## src/rtl/wf_pkg.sv

```systemverilog
package wf_pkg;
    typedef enum logic [1:0] {
        ST_IDLE,
        ST_ISSUE,
        ST_FINISH
    } wf_state_e;

    typedef enum logic {
        PH_FWD = 1'b0,
        PH_BWD = 1'b1
    } wf_phase_e;
endpackage

```

## src/rtl/wf_cursor.sv

```systemverilog
// Nested slot counter: column fastest, then row, then tile input, then tile output.
module wf_cursor #(
    parameter int TILE_O = 4,
    parameter int TILE_I = 4,
    parameter int KSZ    = 3,
    localparam int TO_W  = (TILE_O > 1) ? $clog2(TILE_O) : 1,
    localparam int TI_W  = (TILE_I > 1) ? $clog2(TILE_I) : 1,
    localparam int K_W   = (KSZ > 1) ? $clog2(KSZ) : 1
) (
    input  logic            clk,
    input  logic            rst_n,
    input  logic            clear,
    input  logic            step,
    output logic [TO_W-1:0] to_q,
    output logic [TI_W-1:0] ti_q,
    output logic [K_W-1:0]  r_q,
    output logic [K_W-1:0]  c_q,
    output logic            last
);
    logic c_end, r_end, ti_end, to_end;

    always_comb begin
        c_end  = (c_q == K_W'(KSZ - 1));
        r_end  = (r_q == K_W'(KSZ - 1));
        ti_end = (ti_q == TI_W'(TILE_I - 1));
        to_end = (to_q == TO_W'(TILE_O - 1));
        last   = c_end && r_end && ti_end && to_end;
    end

    always_ff @(posedge clk) begin
        if (!rst_n || clear) begin
            to_q <= '0;
            ti_q <= '0;
            r_q  <= '0;
            c_q  <= '0;
        end else if (step) begin
            if (!c_end) begin
                c_q <= c_q + K_W'(1);
            end else begin
                c_q <= '0;
                if (!r_end) begin
                    r_q <= r_q + K_W'(1);
                end else begin
                    r_q <= '0;
                    if (!ti_end) begin
                        ti_q <= ti_q + TI_W'(1);
                    end else begin
                        ti_q <= '0;
                        to_q <= to_end ? '0 : to_q + TO_W'(1);
                    end
                end
            end
        end
    end

    // Counters never leave their ranges.
    p_cursor_range_r2: assert property (@(posedge clk) disable iff (!rst_n)
        (int'(c_q) < KSZ) && (int'(r_q) < KSZ) && (int'(ti_q) < TILE_I) && (int'(to_q) < TILE_O));
endmodule

```

## src/rtl/wf_addr_map.sv

```systemverilog
// Maps a slot position to an external address, a buffer slot and a read/zero decision.
module wf_addr_map #(
    parameter int N_IN   = 6,
    parameter int N_OUT  = 5,
    parameter int KSZ    = 3,
    parameter int TILE_O = 4,
    parameter int TILE_I = 4,
    parameter int ADDR_W = 16,
    parameter int CH_W   = 8,
    localparam int TO_W  = (TILE_O > 1) ? $clog2(TILE_O) : 1,
    localparam int TI_W  = (TILE_I > 1) ? $clog2(TILE_I) : 1,
    localparam int K_W   = (KSZ > 1) ? $clog2(KSZ) : 1,
    localparam int TOTAL = TILE_O * TILE_I * KSZ * KSZ,
    localparam int IDX_W = (TOTAL > 1) ? $clog2(TOTAL) : 1
) (
    input  logic              phase,
    input  logic [ADDR_W-1:0] base_addr,
    input  logic [CH_W-1:0]   oc_base,
    input  logic [CH_W-1:0]   ic_base,
    input  logic [TO_W-1:0]   to_q,
    input  logic [TI_W-1:0]   ti_q,
    input  logic [K_W-1:0]    r_q,
    input  logic [K_W-1:0]    c_q,
    output logic              rd_en,
    output logic [ADDR_W-1:0] rd_addr,
    output logic [IDX_W-1:0]  buf_idx
);
    import wf_pkg::*;

    int co, ci, lay_o, lay_i, er, ec, off, slot;

    always_comb begin
        co = int'(oc_base) + int'(to_q);
        ci = int'(ic_base) + int'(ti_q);
        if (wf_phase_e'(phase) == PH_BWD) begin
            lay_o = ci;
            lay_i = co;
            er    = KSZ - 1 - int'(r_q);
            ec    = KSZ - 1 - int'(c_q);
        end else begin
            lay_o = co;
            lay_i = ci;
            er    = int'(r_q);
            ec    = int'(c_q);
        end
        rd_en   = (lay_o < N_OUT) && (lay_i < N_IN);
        off     = ((lay_o * N_IN + lay_i) * KSZ + er) * KSZ + ec;
        rd_addr = base_addr + ADDR_W'(off);
        slot    = ((int'(to_q) * TILE_I + int'(ti_q)) * KSZ + int'(r_q)) * KSZ + int'(c_q);
        buf_idx = IDX_W'(slot);
    end
endmodule

```

## src/rtl/wf_fetch.sv

```systemverilog
module wf_fetch #(
    parameter int N_IN   = 6,
    parameter int N_OUT  = 5,
    parameter int KSZ    = 3,
    parameter int TILE_O = 4,
    parameter int TILE_I = 4,
    parameter int ADDR_W = 16,
    parameter int CH_W   = 8,
    localparam int TO_W  = (TILE_O > 1) ? $clog2(TILE_O) : 1,
    localparam int TI_W  = (TILE_I > 1) ? $clog2(TILE_I) : 1,
    localparam int K_W   = (KSZ > 1) ? $clog2(KSZ) : 1,
    localparam int TOTAL = TILE_O * TILE_I * KSZ * KSZ,
    localparam int IDX_W = (TOTAL > 1) ? $clog2(TOTAL) : 1,
    localparam int LAYER_WORDS = N_IN * N_OUT * KSZ * KSZ
) (
    input  logic              clk,
    input  logic              rst_n,
    input  logic              start,
    input  logic              phase,
    input  logic [ADDR_W-1:0] base_addr,
    input  logic [CH_W-1:0]   oc_base,
    input  logic [CH_W-1:0]   ic_base,
    output logic              cmd_valid,
    input  logic              cmd_ready,
    output logic              cmd_rd_en,
    output logic [ADDR_W-1:0] cmd_rd_addr,
    output logic [IDX_W-1:0]  cmd_buf_idx,
    output logic              done
);
    import wf_pkg::*;

    wf_state_e         state_q, state_d;
    logic              phase_q;
    logic [ADDR_W-1:0] base_q;
    logic [CH_W-1:0]   ocb_q, icb_q;
    logic              take, step, tile_last;
    logic [TO_W-1:0]   to_q;
    logic [TI_W-1:0]   ti_q;
    logic [K_W-1:0]    r_q, c_q;

    assign take = (state_q == ST_IDLE) && start;
    assign step = (state_q == ST_ISSUE) && cmd_ready;

    // Next-state logic
    always_comb begin
        state_d = state_q;
        unique case (state_q)
            ST_IDLE:   if (start) state_d = ST_ISSUE;
            ST_ISSUE:  if (cmd_ready && tile_last) state_d = ST_FINISH;
            ST_FINISH: state_d = ST_IDLE;
            default:   state_d = ST_IDLE;
        endcase
    end

    // State register and request latch
    always_ff @(posedge clk) begin
        if (!rst_n) begin
            state_q <= ST_IDLE;
            phase_q <= 1'b0;
            base_q  <= '0;
            ocb_q   <= '0;
            icb_q   <= '0;
        end else begin
            state_q <= state_d;
            if (take) begin
                phase_q <= phase;
                base_q  <= base_addr;
                ocb_q   <= oc_base;
                icb_q   <= ic_base;
            end
        end
    end

    // Outputs decoded from the state
    always_comb begin
        cmd_valid = 1'b0;
        done      = 1'b0;
        unique case (state_q)
            ST_IDLE:   ;
            ST_ISSUE:  cmd_valid = 1'b1;
            ST_FINISH: done = 1'b1;
            default:   ;
        endcase
    end

    wf_cursor #(.TILE_O(TILE_O), .TILE_I(TILE_I), .KSZ(KSZ)) u_cursor (
        .clk   (clk),
        .rst_n (rst_n),
        .clear (take),
        .step  (step),
        .to_q  (to_q),
        .ti_q  (ti_q),
        .r_q   (r_q),
        .c_q   (c_q),
        .last  (tile_last)
    );

    wf_addr_map #(
        .N_IN(N_IN), .N_OUT(N_OUT), .KSZ(KSZ), .TILE_O(TILE_O), .TILE_I(TILE_I),
        .ADDR_W(ADDR_W), .CH_W(CH_W)
    ) u_map (
        .phase     (phase_q),
        .base_addr (base_q),
        .oc_base   (ocb_q),
        .ic_base   (icb_q),
        .to_q      (to_q),
        .ti_q      (ti_q),
        .r_q       (r_q),
        .c_q       (c_q),
        .rd_en     (cmd_rd_en),
        .rd_addr   (cmd_rd_addr),
        .buf_idx   (cmd_buf_idx)
    );

    // every tile opens at slot 0 and slots advance by one per acceptance.
    p_first_slot_r2: assert property (@(posedge clk) disable iff (!rst_n)
        $rose(cmd_valid) |-> (cmd_buf_idx == '0));
    p_slot_step_r2: assert property (@(posedge clk) disable iff (!rst_n)
        (cmd_valid && cmd_ready && !tile_last) |=>
            (cmd_valid && (cmd_buf_idx == $past(cmd_buf_idx) + IDX_W'(1))));
    // any read stays inside the layer's weight array.
    p_read_window_r6: assert property (@(posedge clk) disable iff (!rst_n)
        (cmd_valid && cmd_rd_en) |-> (int'(ADDR_W'(cmd_rd_addr - base_q)) < LAYER_WORDS));
    // a stalled command is held.
    p_stall_hold_r7: assert property (@(posedge clk) disable iff (!rst_n)
        (cmd_valid && !cmd_ready) |=>
            (cmd_valid && $stable(cmd_rd_addr) && $stable(cmd_buf_idx) && $stable(cmd_rd_en)));
    // done follows the last acceptance, lasts one cycle and never overlaps a command.
    p_done_follow_r8: assert property (@(posedge clk) disable iff (!rst_n)
        done |-> ($past(cmd_valid && cmd_ready && tile_last) && !cmd_valid));
    p_done_single_r8: assert property (@(posedge clk) disable iff (!rst_n)
        done |=> !done);
    // the latched request cannot change while a tile is in progress.
    p_req_hold_r9: assert property (@(posedge clk) disable iff (!rst_n)
        (state_q == ST_ISSUE) |=> ($stable(phase_q) && $stable(base_q) && $stable(ocb_q) && $stable(icb_q)));
endmodule

```

## config.mk

```make
export PLATFORM = sky130hd
export DESIGN_NAME = wf_fetch
export DESIGN_NICKNAME = d
export VERILOG_FILES = /design/src/rtl/wf_pkg.sv /design/src/rtl/wf_cursor.sv /design/src/rtl/wf_addr_map.sv /design/src/rtl/wf_fetch.sv
export SDC_FILE = /design/constraint.sdc
export NUM_CORES = 1
export LEC_CHECK = 0
export BUFFER_PORTS_ARGS = -buffer_cell sky130_fd_sc_hd__buf_4
export CELL_PAD_IN_SITES_DETAIL_PLACEMENT = 0
export CELL_PAD_IN_SITES_GLOBAL_PLACEMENT = 2
export CORE_MARGIN = 5
export CORE_UTILIZATION = 41
export DETAILED_ROUTE_END_ITERATION = 16
export GPL_TIMING_DRIVEN = 0
export PLACE_DENSITY_LB_ADDON = 0.1
export SLEW_MARGIN = 20
export SYNTH_ARGS = -nofsm -noshare
export SYNTH_HDL_FRONTEND = slang
export SYNTH_SLANG_ARGS = --single-unit
```

## constraint.sdc

```tcl
create_clock -name clk -period 22.1 [get_ports clk]
set_input_delay 1.105 -clock clk [delete_from_list [all_inputs] [get_ports clk]]
set_output_delay 1.105 -clock clk [all_outputs]
set_load 0.005 [all_outputs]
```

==> results of run 1 <==
[sequential cells by signal (all words and copies together) (netlist names)]
name           count
icb_q              8
phase_q            1
base_q            16
ocb_q              8
u_cursor.c_q       2
state_q            2
u_cursor.ti_q      2
u_cursor.to_q      2
u_cursor.r_q       2
[synth_stat cells (all sizes together), types with 3 or more instances]
library cell and n:
xor2 16, mux2 4, a21oi 35, or2 3, fa 46, mux2i 12, nand4 3, or3 3
nor2b 11, a22o 25, nand2b 6, o21ai 25, nor3 10, and2 5, dfxtp 43, o21bai 7
clkbuf 11, ha 129, o21a 9, nor2 40, xnor2 51, o211ai 3, inv 121, nand2 39
nand3 12, a21o 18
[cell usage in the layout, fill, tap and decap left out, types with 4 or more instances in the layout]
master	instances
and2_1	5
mux2i_1	12
nor3_1	10
nor2b_1	11
fa_1	46
nand2b_1	6
o21bai_1	7
nand3_1	12
clkbuf_16	5
inv_1	121
mux2_2	4
xor2_1	16
dfxtp_1	43
clkbuf_1	12
a22o_1	25
o21ai_0	21
ha_1	129
o21a_1	9
a21o_1	17
a21oi_1	34
nand2_1	39
buf_4	63
nor2_1	40
xnor2_1	50
[kinds of logic (layout without fill, tap and decap cells)]
logic type               after synthesis  after routing  share of synthesized area [%]
adder cells (fa/ha/maj)              175            175                           39.9
AO/OA/AOI/OAI                        142            142                           15.9
AND/OR/NAND/NOR                      138            138                           10.2
buffers and inverters                133            204                           7.85
XOR/XNOR                              69             69                           10.1
flip-flops                            43             43                           13.5
multiplexers                          16             16                           2.60
[report_power, final]
group | switching, mW | internal, mW | leakage [nW]
combinational | 0.553 | 0.526 | 3.44
clock | 0.0325 | 0.0418 | 0.0669
sequential | 0.00406 | 0.0821 | 0.352
total | 0.590 | 0.650 | 3.86
[worst max path at each step]
| stage | end | from | depth (start not counted) | slack [ns] |
|---|---|---|---|---|
| detailed placement | cmd_rd_addr[15] | u_cursor.to_q[0]$_SDFFE_PP0P_ | 37 | 11.55 |
| finish | cmd_rd_addr[15] | u_cursor.to_q[0]$_SDFFE_PP0P_ | 37 | 11.28 |
| floorplan | cmd_rd_addr[15] | u_cursor.ti_q[0]$_SDFFE_PP0P_ | 36 | 12.57 |
| global route | cmd_rd_addr[15] | u_cursor.to_q[0]$_SDFFE_PP0P_ | 37 | 10.62 |
| global placement | cmd_rd_addr[15] | u_cursor.ti_q[0]$_SDFFE_PP0P_ | 37 | 11.62 |
| CTS | cmd_rd_addr[15] | u_cursor.to_q[0]$_SDFFE_PP0P_ | 37 | 11.18 |
[routing by layer]
layer	share of wire [%]	track usage, %
met4	1.5	3.79
met5	0	0
met3	3.2	2.35
met1	50	22.0
met2	45	25.6
[layout make-up]
| type | count | area [sq um] | share of cell area, % |
|---|---|---|---|
| inverter | 121 | 454 | 6.30 |
| clock buffer | 6 | 129 | 1.79 |
| timing repair buffer | 63 | 473 | 6.56 |
| buffer | 12 | 45.0 | 0.625 |
| sequential | 43 | 861 | 11.9 |
| tap | 188 | 235 | 3.26 |
| clock inverter | 2 | 12.5 | 0.174 |
| multi-input combinational | 540 | 5000 | 69.3 |
[worst max-delay path, delay by kind of cell (launching register included)]
family          cells  cell delay (ns)
fa+ha+maj          12             4.42
buf+inv             4             0.30
xor+xnor            7             1.56
compound gates     11             2.24
flops               1             0.36
simple gates        3             0.55
[metrics by stage]
stage	setup WS [ns]	power [mW]	cell area [sq um]	hold slack [ns]
final	11.28	1.24	7210	0.489
after CTS	11.18	1.26	7210	0.493
after global routing	10.62	1.41	7210	0.516
after global placement	11.62	1.16	7070	0.470
after detailed placement	11.55	1.18	7070	0.476
after floorplan	12.57	0.832	6360	0.456
==> summary.md, run 1 <==
| Metric | Value |
|---|---|
| Status | `completed` |
| Share of layout cells above drive strength 1 | `~11%` |
| Worst-skew pair later-pin latency | `between 0.2 and 0.3 ns` |
| Mapped Cells | `716` |
| P&R area growth vs syn | `13.4%` |
| Setup tns final | `0 ns` |
| Power Density | `between 150 and 200 nW/um^2` |
| Hold Path Depth | `1` |
| Cts bufs inserted | `5` |
| Total track usage | `around 16%` |
| First-pass GRT wire length | `23.6 mm` |
| DR WL/cell | `13.5 um` |
| Die area | `18100 sq um` |
| H-tree depth | `2` |
| Core Box Area | `15200 sq um` |
| Largest area contributor in the netlist | `ha_1` |
| Width of the die | `135 um` |
| Drt first pass iters | `4` |
| Post-CTS sizing | `0` |
| Routed Antenna Nets | `0` |
| PortBufs | `63` |
| Pin count of the biggest net entering global routing | `14` |
| Standard-cell rows | `45` |
| Clock skew | `0.00595 ns` |
| Synthesized cell area | `6360 sq um` |
| Final WL | `13.2 mm` |
| Final setup viols | `0` |
| Initial antenna violation count | `0` |
| Hold Vio Cnt, Final | `0` |
| CP startpoint kind | `register` |
| Worst R2R End | `base_q[9]$_SDFFE_PN0P_` |
| Distinct cells, synth | `53` |
| Share of the synthesized area in the top cell type | `25.4%` |
| Max Clk Rate | `92.4 MHz` |
| Die Span Y | `135 um` |
| Post-synthesis net count | `928` |
| Post-layout min period | `between 10 and 15 ns` |
| Syn_area_per_cell | `between 8 and 9 sq um` |
| Leak | `3.85 nW` |
| Hold Crit Endpoint | `base_q[1]$_SDFFE_PN0P_` |
| Gr ovfl total | `0` |
| Cts hold-fix bufs | `0` |
| Hold path start | `base_q[1]$_SDFFE_PN0P_` |
| DPL Wire Length | `around 11 mm` |
| Req. time, crit path | `21.00 ns` |
| Flop and latch count out of synthesis | `43` |
| Clock tree buffer depth | `2` |
| Period utilisation layout | `49.0%` |
| Worst reg-to-reg setup slack | `20.12 ns` |
| Hold WC Path Type | `register to register` |
| Vias in the first global route | `5085` |
| Peak supply drop | `143 uV` |
| Worst reg2reg path startpoint | `state_q[0]$_SDFFE_PN0P_` |
| FILL cells | `roughly 1.5k` |
| Critical path class | `register to output pin` |
| Post-route insts no fill | `975` |
| Post-synth EDFFs | `0` |
| Syn. warnings | `0` |
| Ranking of synthesized cells by area | `ha_1 (25%), fa_1 (14%), dfxtp_1 (14%)` |
| Antenna Diode Count | `0` |
| Vias per cell | `a little over 5` |
| CTS tree | `yes` |
| Slew Limit Headroom | `38.9%` |
| Slowest cell on the critical path | `fa_1` |
| Most frequent cell on the critical path | `ha_1` |
| Post-CTS Setup Bufs | `0` |
| Placed Instances | `967` |
| RSZ-0062 raised after global routing | `no` |
| Nets | `approximately 1000` |
| Seq/Total Area, Yosys | `13.5%` |
| Worst Path Arrival | `9.71 ns` |
| Top_reg_cell synth | `dfxtp_1` |
| CP max FO | `6` |
| Fraction of registers with async set/reset | `0%` |
| Max-slew violations | `0` |
| Via count | `4938` |
| Post-layout util | `47.4%` |
| Initial drt markers | `159` |
| Placer Congestion | `0.802` |
| Worst setup EP type | `output pin` |
| Initial core utilization | `41.8%` |
| Root Driver | `clkbuf_16` |
| IO Pins | `64` |
| # DRC | `0` |
| MaxCap Viol Count | `0` |
| Worst slew pin tran | `roughly 0.9 ns` |
| TritonCTS Sinks | `43` |
| CP peak stage delay | `0.51 ns` |
| Reg clk slew, reported paths | `~0.06 ns` |
| R2R depth | `5` |
(Power assumes the default switching activity.)
==> run 2: changes to the inputs <==
- ABC_AREA: not set -> 1
- CORE_UTILIZATION: 41 -> 32
- clock period: 22.1 -> 8.75 ns (I/O delays scaled with it)
==> summary.md, run 2 <==
| Metric | Value |
|---|---|
| Status | `completed` |
| Req. time, crit path | `8.31 ns` |
| Hold WC Path Type | `primary input to register` |
| Vias in the first global route | `between 5k and 6k` |
| Clock tree buffer depth | `2` |
| Placed Area | `7700 sq um` |
| Initial drt markers | `126` |
| CP max FO | `4` |
| Clock skew | `0.0114 ns` |
| Synthesized cell area | `6880 sq um` |
| Worst-skew pair later-pin latency | `0.30 ns` |
| Distinct cells, synth | `42` |
| Initial core utilization | `32.6%` |
| P&R area growth vs syn | `29.2%` |
| Pin count of the biggest net entering global routing | `14` |
| Ranking of synthesized cells by area | `ha_1 (23%), fa_1 (13%), inv_1 (13%)` |
| CP startpoint kind | `register` |
| Final Instance Area | `8890 sq um` |
| Top_reg_cell synth | `dfxtp_1` |
| Worst setup EP type | `output pin` |
| Initial antenna violation count | `0` |
| Drt first pass iters | `4` |
| RSZ-0062 raised after global routing | `yes` |
| Hold Vio Cnt, Final | `0` |
| Most common cell in the netlist | `inv_1` |
| Min Hold Slack | `0.396 ns` |
| Hold Path Depth | `3` |
| Share of layout cells above drive strength 1 | `24.9%` |
| CP peak stage delay | `0.55 ns` |
| MaxCap Viol Count | `0` |
| Vias per cell | `~4.5` |
| R2R depth | `5` |
| Syn. warnings | `0` |
| TritonCTS Sinks | `43` |
| Synth cell count leaders | `inv_1 (236), nand2_1 (141), ha_1 (129)` |
| Nets | `1272` |
| Reg with most FFs | `base_q` |
| Share of the synthesized area in the top cell type | `a little under a quarter` |
| Syn_area_per_cell | `slightly above 7 sq um` |
| Root Driver | `clkbuf_16` |
| Worst slew pin tran | `roughly 0.74 ns` |
| Worst Path Arrival | `a little over 8 ns` |
| IO Pins | `64` |
| Flop and latch count out of synthesis | `43` |
| Most frequent cell on the critical path | `nand2_1` |
| Standard-cell rows | `53` |
| Setup WS pre-CTS | `-0.884 ns` |
| Post-synthesis net count | `1161` |
| Die Span Y | `~160 um` |
| # DRC | `0` |
| PortBufs | `63` |
| Total track usage | `14.1%` |
| Critical path class | `register to output pin` |
| Routed Antenna Nets | `0` |
| Core Box Area | `~21000 sq um` |
| Via count | `5992` |
| First-pass GRT wire length | `28.5 mm` |
| Placer Congestion | `0.788` |
| Gr ovfl total | `0` |
| Slowest cell on the critical path | `fa_1` |
| Largest register FFs | `16` |
| Final setup viols | `0` |
| Reg clk slew, reported paths | `0.07 ns` |
| Post-synth EDFFs | `0` |
| Die area | `24500 sq um` |
| Width of the die | `157 um` |
| Period utilisation layout | `98.1%` |
| Mapped Cells | `949` |
| Most common cell after layout, fill and taps aside | `inv_1` |
| DPL Wire Length | `14.3 mm` |
| DR WL/cell | `12.5 um` |
| H-tree depth | `2` |
| Largest area contributor in the netlist | `ha_1` |
| Setup WS post-layout | `around 0.17 ns` |
| Post-layout min period | `8.58 ns` |
| Max-slew violations | `0` |
| Fraction of registers with async set/reset | `0%` |
| Setup tns final | `0 ns` |
| Cts hold-fix bufs | `0` |
| Most frequent cells in the layout | `inv_1 (222), nand2_1 (118), ha_1 (103)` |
| Antenna Diode Count | `0` |
| Slew Limit Headroom | `50.7%` |
| Cts bufs inserted | `5` |
| Final WL | `between 15 and 20 mm` |
| Largest registers | `base_q (16), icb_q (8), ocb_q (8)` |
| CTS tree | `yes` |
| Seq/Total Area, Yosys | `12.5%` |
| Max Clk Rate | `117 MHz` |
## run 2: layout make-up
cell class / count / area, sq um
Timing Repair Buffer: 104 / 792
Fill cell: 2301 / 12200
Buffer: 13 / 53.8
Clock inverter: 1 / 8.76
Inverter: 242 / 913
Sequential cell: 43 / 875
Multi-Input combinational cell: 651 / 5760
Tap cell: 275 / 344
Clock buffer: 6 / 139
## run 2: path summary, 6_finish.rpt
path / slack, ns / from / endpoint
max: 0.17 / u_cursor.ti_q[0]$_SDFFE_PP0P_ / cmd_rd_addr[15]
min: 0.40 / ic_base[1] / icb_q[1]$_SDFFE_PN0P_
max reg2reg: 7.16 / state_q[1]$_SDFFE_PN0P_ / base_q[7]$_SDFFE_PN0P_
min reg2reg: 0.50 / ocb_q[7]$_SDFFE_PN0P_ / ocb_q[7]$_SDFFE_PN0P_
## run 2: kinds of logic (layout without fill, tap and decap cells)
kind of cell | after synthesis | after routing | share of synthesized area (%)
adder cells (fa/ha/maj) | 175 | 175 | 36.8
AND/OR/NAND/NOR | 285 | 285 | 18.5
buffers and inverters | 255 | 366 | 14.0
XOR/XNOR | 51 | 51 | 6.60
AO/OA/AOI/OAI | 140 | 140 | 11.5
flip-flops | 43 | 43 | 12.5
## run 2: per-layer routing
metal	vias up	track usage [%]	routed length (um)	part of all wire [%]
li1	3220	-	-	-
met1	2709	19.3	8120	49
met2	54	24.2	7910	48
met3	9	2.07	426	2.6
met4	0	1.98	183	1.1
met5	-	0	0	0
## run 2: worst max-delay path, delay by kind of cell, from the launching register on
kind | cells | cell delay (ns)
adders and majority gates | 13 | 4.13
and+or+nand+nor | 19 | 1.54
buffers and inverters | 10 | 0.78
AOI/OAI and AO/OA | 4 | 0.74
DFF | 1 | 0.36
xor gates and xnor gates | 2 | 0.31
## run 2: what timing repair did
action                                 4_1_cts  5_1_grt
pin swaps                                   47       47
setup endpoints to repair                    6        9
gates resized for setup                     79       85
buffers inserted                            27       15
endpoints found under the hold margin        0        0
## run 2: metrics by stage
stage / cells / utilization [%]
after detailed placement: 1287 / 36.5
after floorplan: 949 / -
after CTS: 1321 / 40.0
after global placement: 1287 / 36.5
final: 1335 / 42.1
after global routing: 1335 / 42.1
Power of run 2 is not shown: default switching activity piles up to over one toggle a cycle in this logic, so the estimate is an artifact.
==> run 3: changes to the inputs <==
- CELL_PAD_IN_SITES_GLOBAL_PLACEMENT: 2 -> 1
- CORE_UTILIZATION: 32 -> 41
==> summary.md, run 3 (synthesis results as in run 2) <==
| Metric | Value |
|---|---|
| Worst Path Arrival | `a little over 8 ns` |
| Antenna Diode Count | `0` |
| Die Span Y | `140 um` |
| CTS tree | `yes` |
| Core Box Area | `16500 sq um` |
| CP startpoint kind | `register` |
| First-pass GRT wire length | `26.8 mm` |
| Vias in the first global route | `5962` |
| CP max FO | `4` |
| Worst slew pin tran | `between 0.6 and 0.7 ns` |
| # DRC | `0` |
| Width of the die | `140 um` |
| Status | `completed` |
| Final Instance Area | `a little under 9000 sq um` |
| Largest registers | `base_q (16), icb_q (8), ocb_q (8)` |
| Met3 usage | `2.47%` |
| TritonCTS Sinks | `43` |
| Max-slew violations | `0` |
| Final WL | `15.9 mm` |
| Reg clk slew, reported paths | `0.07 ns` |
| Root Driver | `clkbuf_16` |
| Slew Limit Headroom | `~58%` |
| DPL Wire Length | `~13 mm` |
| IO Pins | `64` |
| P&R area growth vs syn | `27.7%` |
| Setup WS post-layout | `0.168 ns` |
| Gr ovfl total | `0` |
| Placed Area | `7630 sq um` |
| Hold Vio Cnt, Final | `0` |
| Clock tree buffer depth | `2` |
| M2 GR Usage | `~29%` |
| Critical path class | `register to output pin` |
| Routed Antenna Nets | `0` |
| Share of layout cells above drive strength 1 | `25.1%` |
| Slowest cell on the critical path | `fa_1` |
| Worst-skew pair later-pin latency | `roughly 0.30 ns` |
| Drt first pass iters | `4` |
| Placed Instances | `1232` |
| Initial drt markers | `137` |
| RSZ-0062 raised after global routing | `yes` |
| Initial core utilization | `41.6%` |
| Most common cell after layout, fill and taps aside | `inv_1` |
| Setup WS pre-CTS | `-0.684 ns` |
| Clock skew | `0.0112 ns` |
| DR WL/cell | `12.5 um` |
| Standard-cell rows | `47` |
| Largest register FFs | `16` |
| Via count | `6040` |
| Reg with most FFs | `base_q` |
| Grt peak-use layer | `met2` |
| Met1 Usage GRT | `about a fifth` |
| PortBufs | `63` |
| Most frequent cells in the layout | `inv_1 (218), nand2_1 (115), ha_1 (101)` |
| Most frequent cell on the critical path | `nand2_2` |
| CP peak stage delay | `0.50 ns` |
| Placer Congestion | `0.787` |
| Req. time, crit path | `8.31 ns` |
| Final setup viols | `0` |
| Setup tns final | `0 ns` |
| Die area | `around 19000 sq um` |
| H-tree depth | `2` |
| Post-layout min period | `between 8 and 9 ns` |
| MaxCap Viol Count | `0` |
| Cts hold-fix bufs | `0` |
| Post-route insts no fill | `1275` |
| Initial antenna violation count | `0` |
| Hold WC Path Type | `primary input to register` |
| Vias per cell | `4.74` |
| Total track usage | `16.3%` |
| Pin count of the biggest net entering global routing | `14` |
| Max Clk Rate | `117 MHz` |
| Nets | `1267` |
| Worst setup EP type | `output pin` |
| Cts bufs inserted | `5` |
| Period utilisation layout | `98.1%` |
[run 3: cell count changes in the layout (fill, tap and decap cells not counted), sizes merged]
cell and delta:
buf -5
[run 3: stage by stage]
stage	utilization [%]	hold slack, ns
after floorplan	-	0.453
after global placement	46.2	0.482
after detailed placement	46.2	0.483
after CTS	50.5	0.380
after global routing	53.2	0.400
final	53.2	0.386
[run 3: final timing paths]
kind	startpoint	endpoint	slack (ns)	cells after the start
max	u_cursor.ti_q[0]$_SDFFE_PP0P_	cmd_rd_addr[15]	0.17	49
max reg2reg	state_q[1]$_SDFFE_PN0P_	icb_q[5]$_SDFFE_PN0P_	7.18	5
min	ic_base[0]	icb_q[0]$_SDFFE_PN0P_	0.39	3
min reg2reg	ocb_q[7]$_SDFFE_PN0P_	ocb_q[7]$_SDFFE_PN0P_	0.50	2
[run 3: worst max-delay path: cells and delay by family (launching register included)]
family                   cells  cell delay, ns
AO/OA/AOI/OAI                4            0.62
flip-flops                   1            0.35
XOR/XNOR                     2            0.30
AND/OR/NAND/NOR             21            1.82
adder cells (fa/ha/maj)     13            4.13
buffers and inverters        9            0.61
[run 3: per-layer routing]
metal,vias up,share of wire [%]
li1,3218,-
met1,2744,47
met4,0,1.4
met5,-,0
met3,15,3.1
met2,63,49
[run 3: repair_timing]
item	CTS	global route
gates resized for setup	72	97
setup endpoints to repair	6	9
pin swaps	38	71
setup buffers	26	10
[run 3: cell type report]
cell class              count  area, sq um
plain buffers              13         53.8
clock buffers               6          139
clock inverters             1         8.76
fillers                  1664         7740
inverters                 242          913
multi-input cells         651         5770
flip-flops and latches     43          877
well taps                 220          275
repair buffers             99          747
Power of run 3 is left out for the same reason.
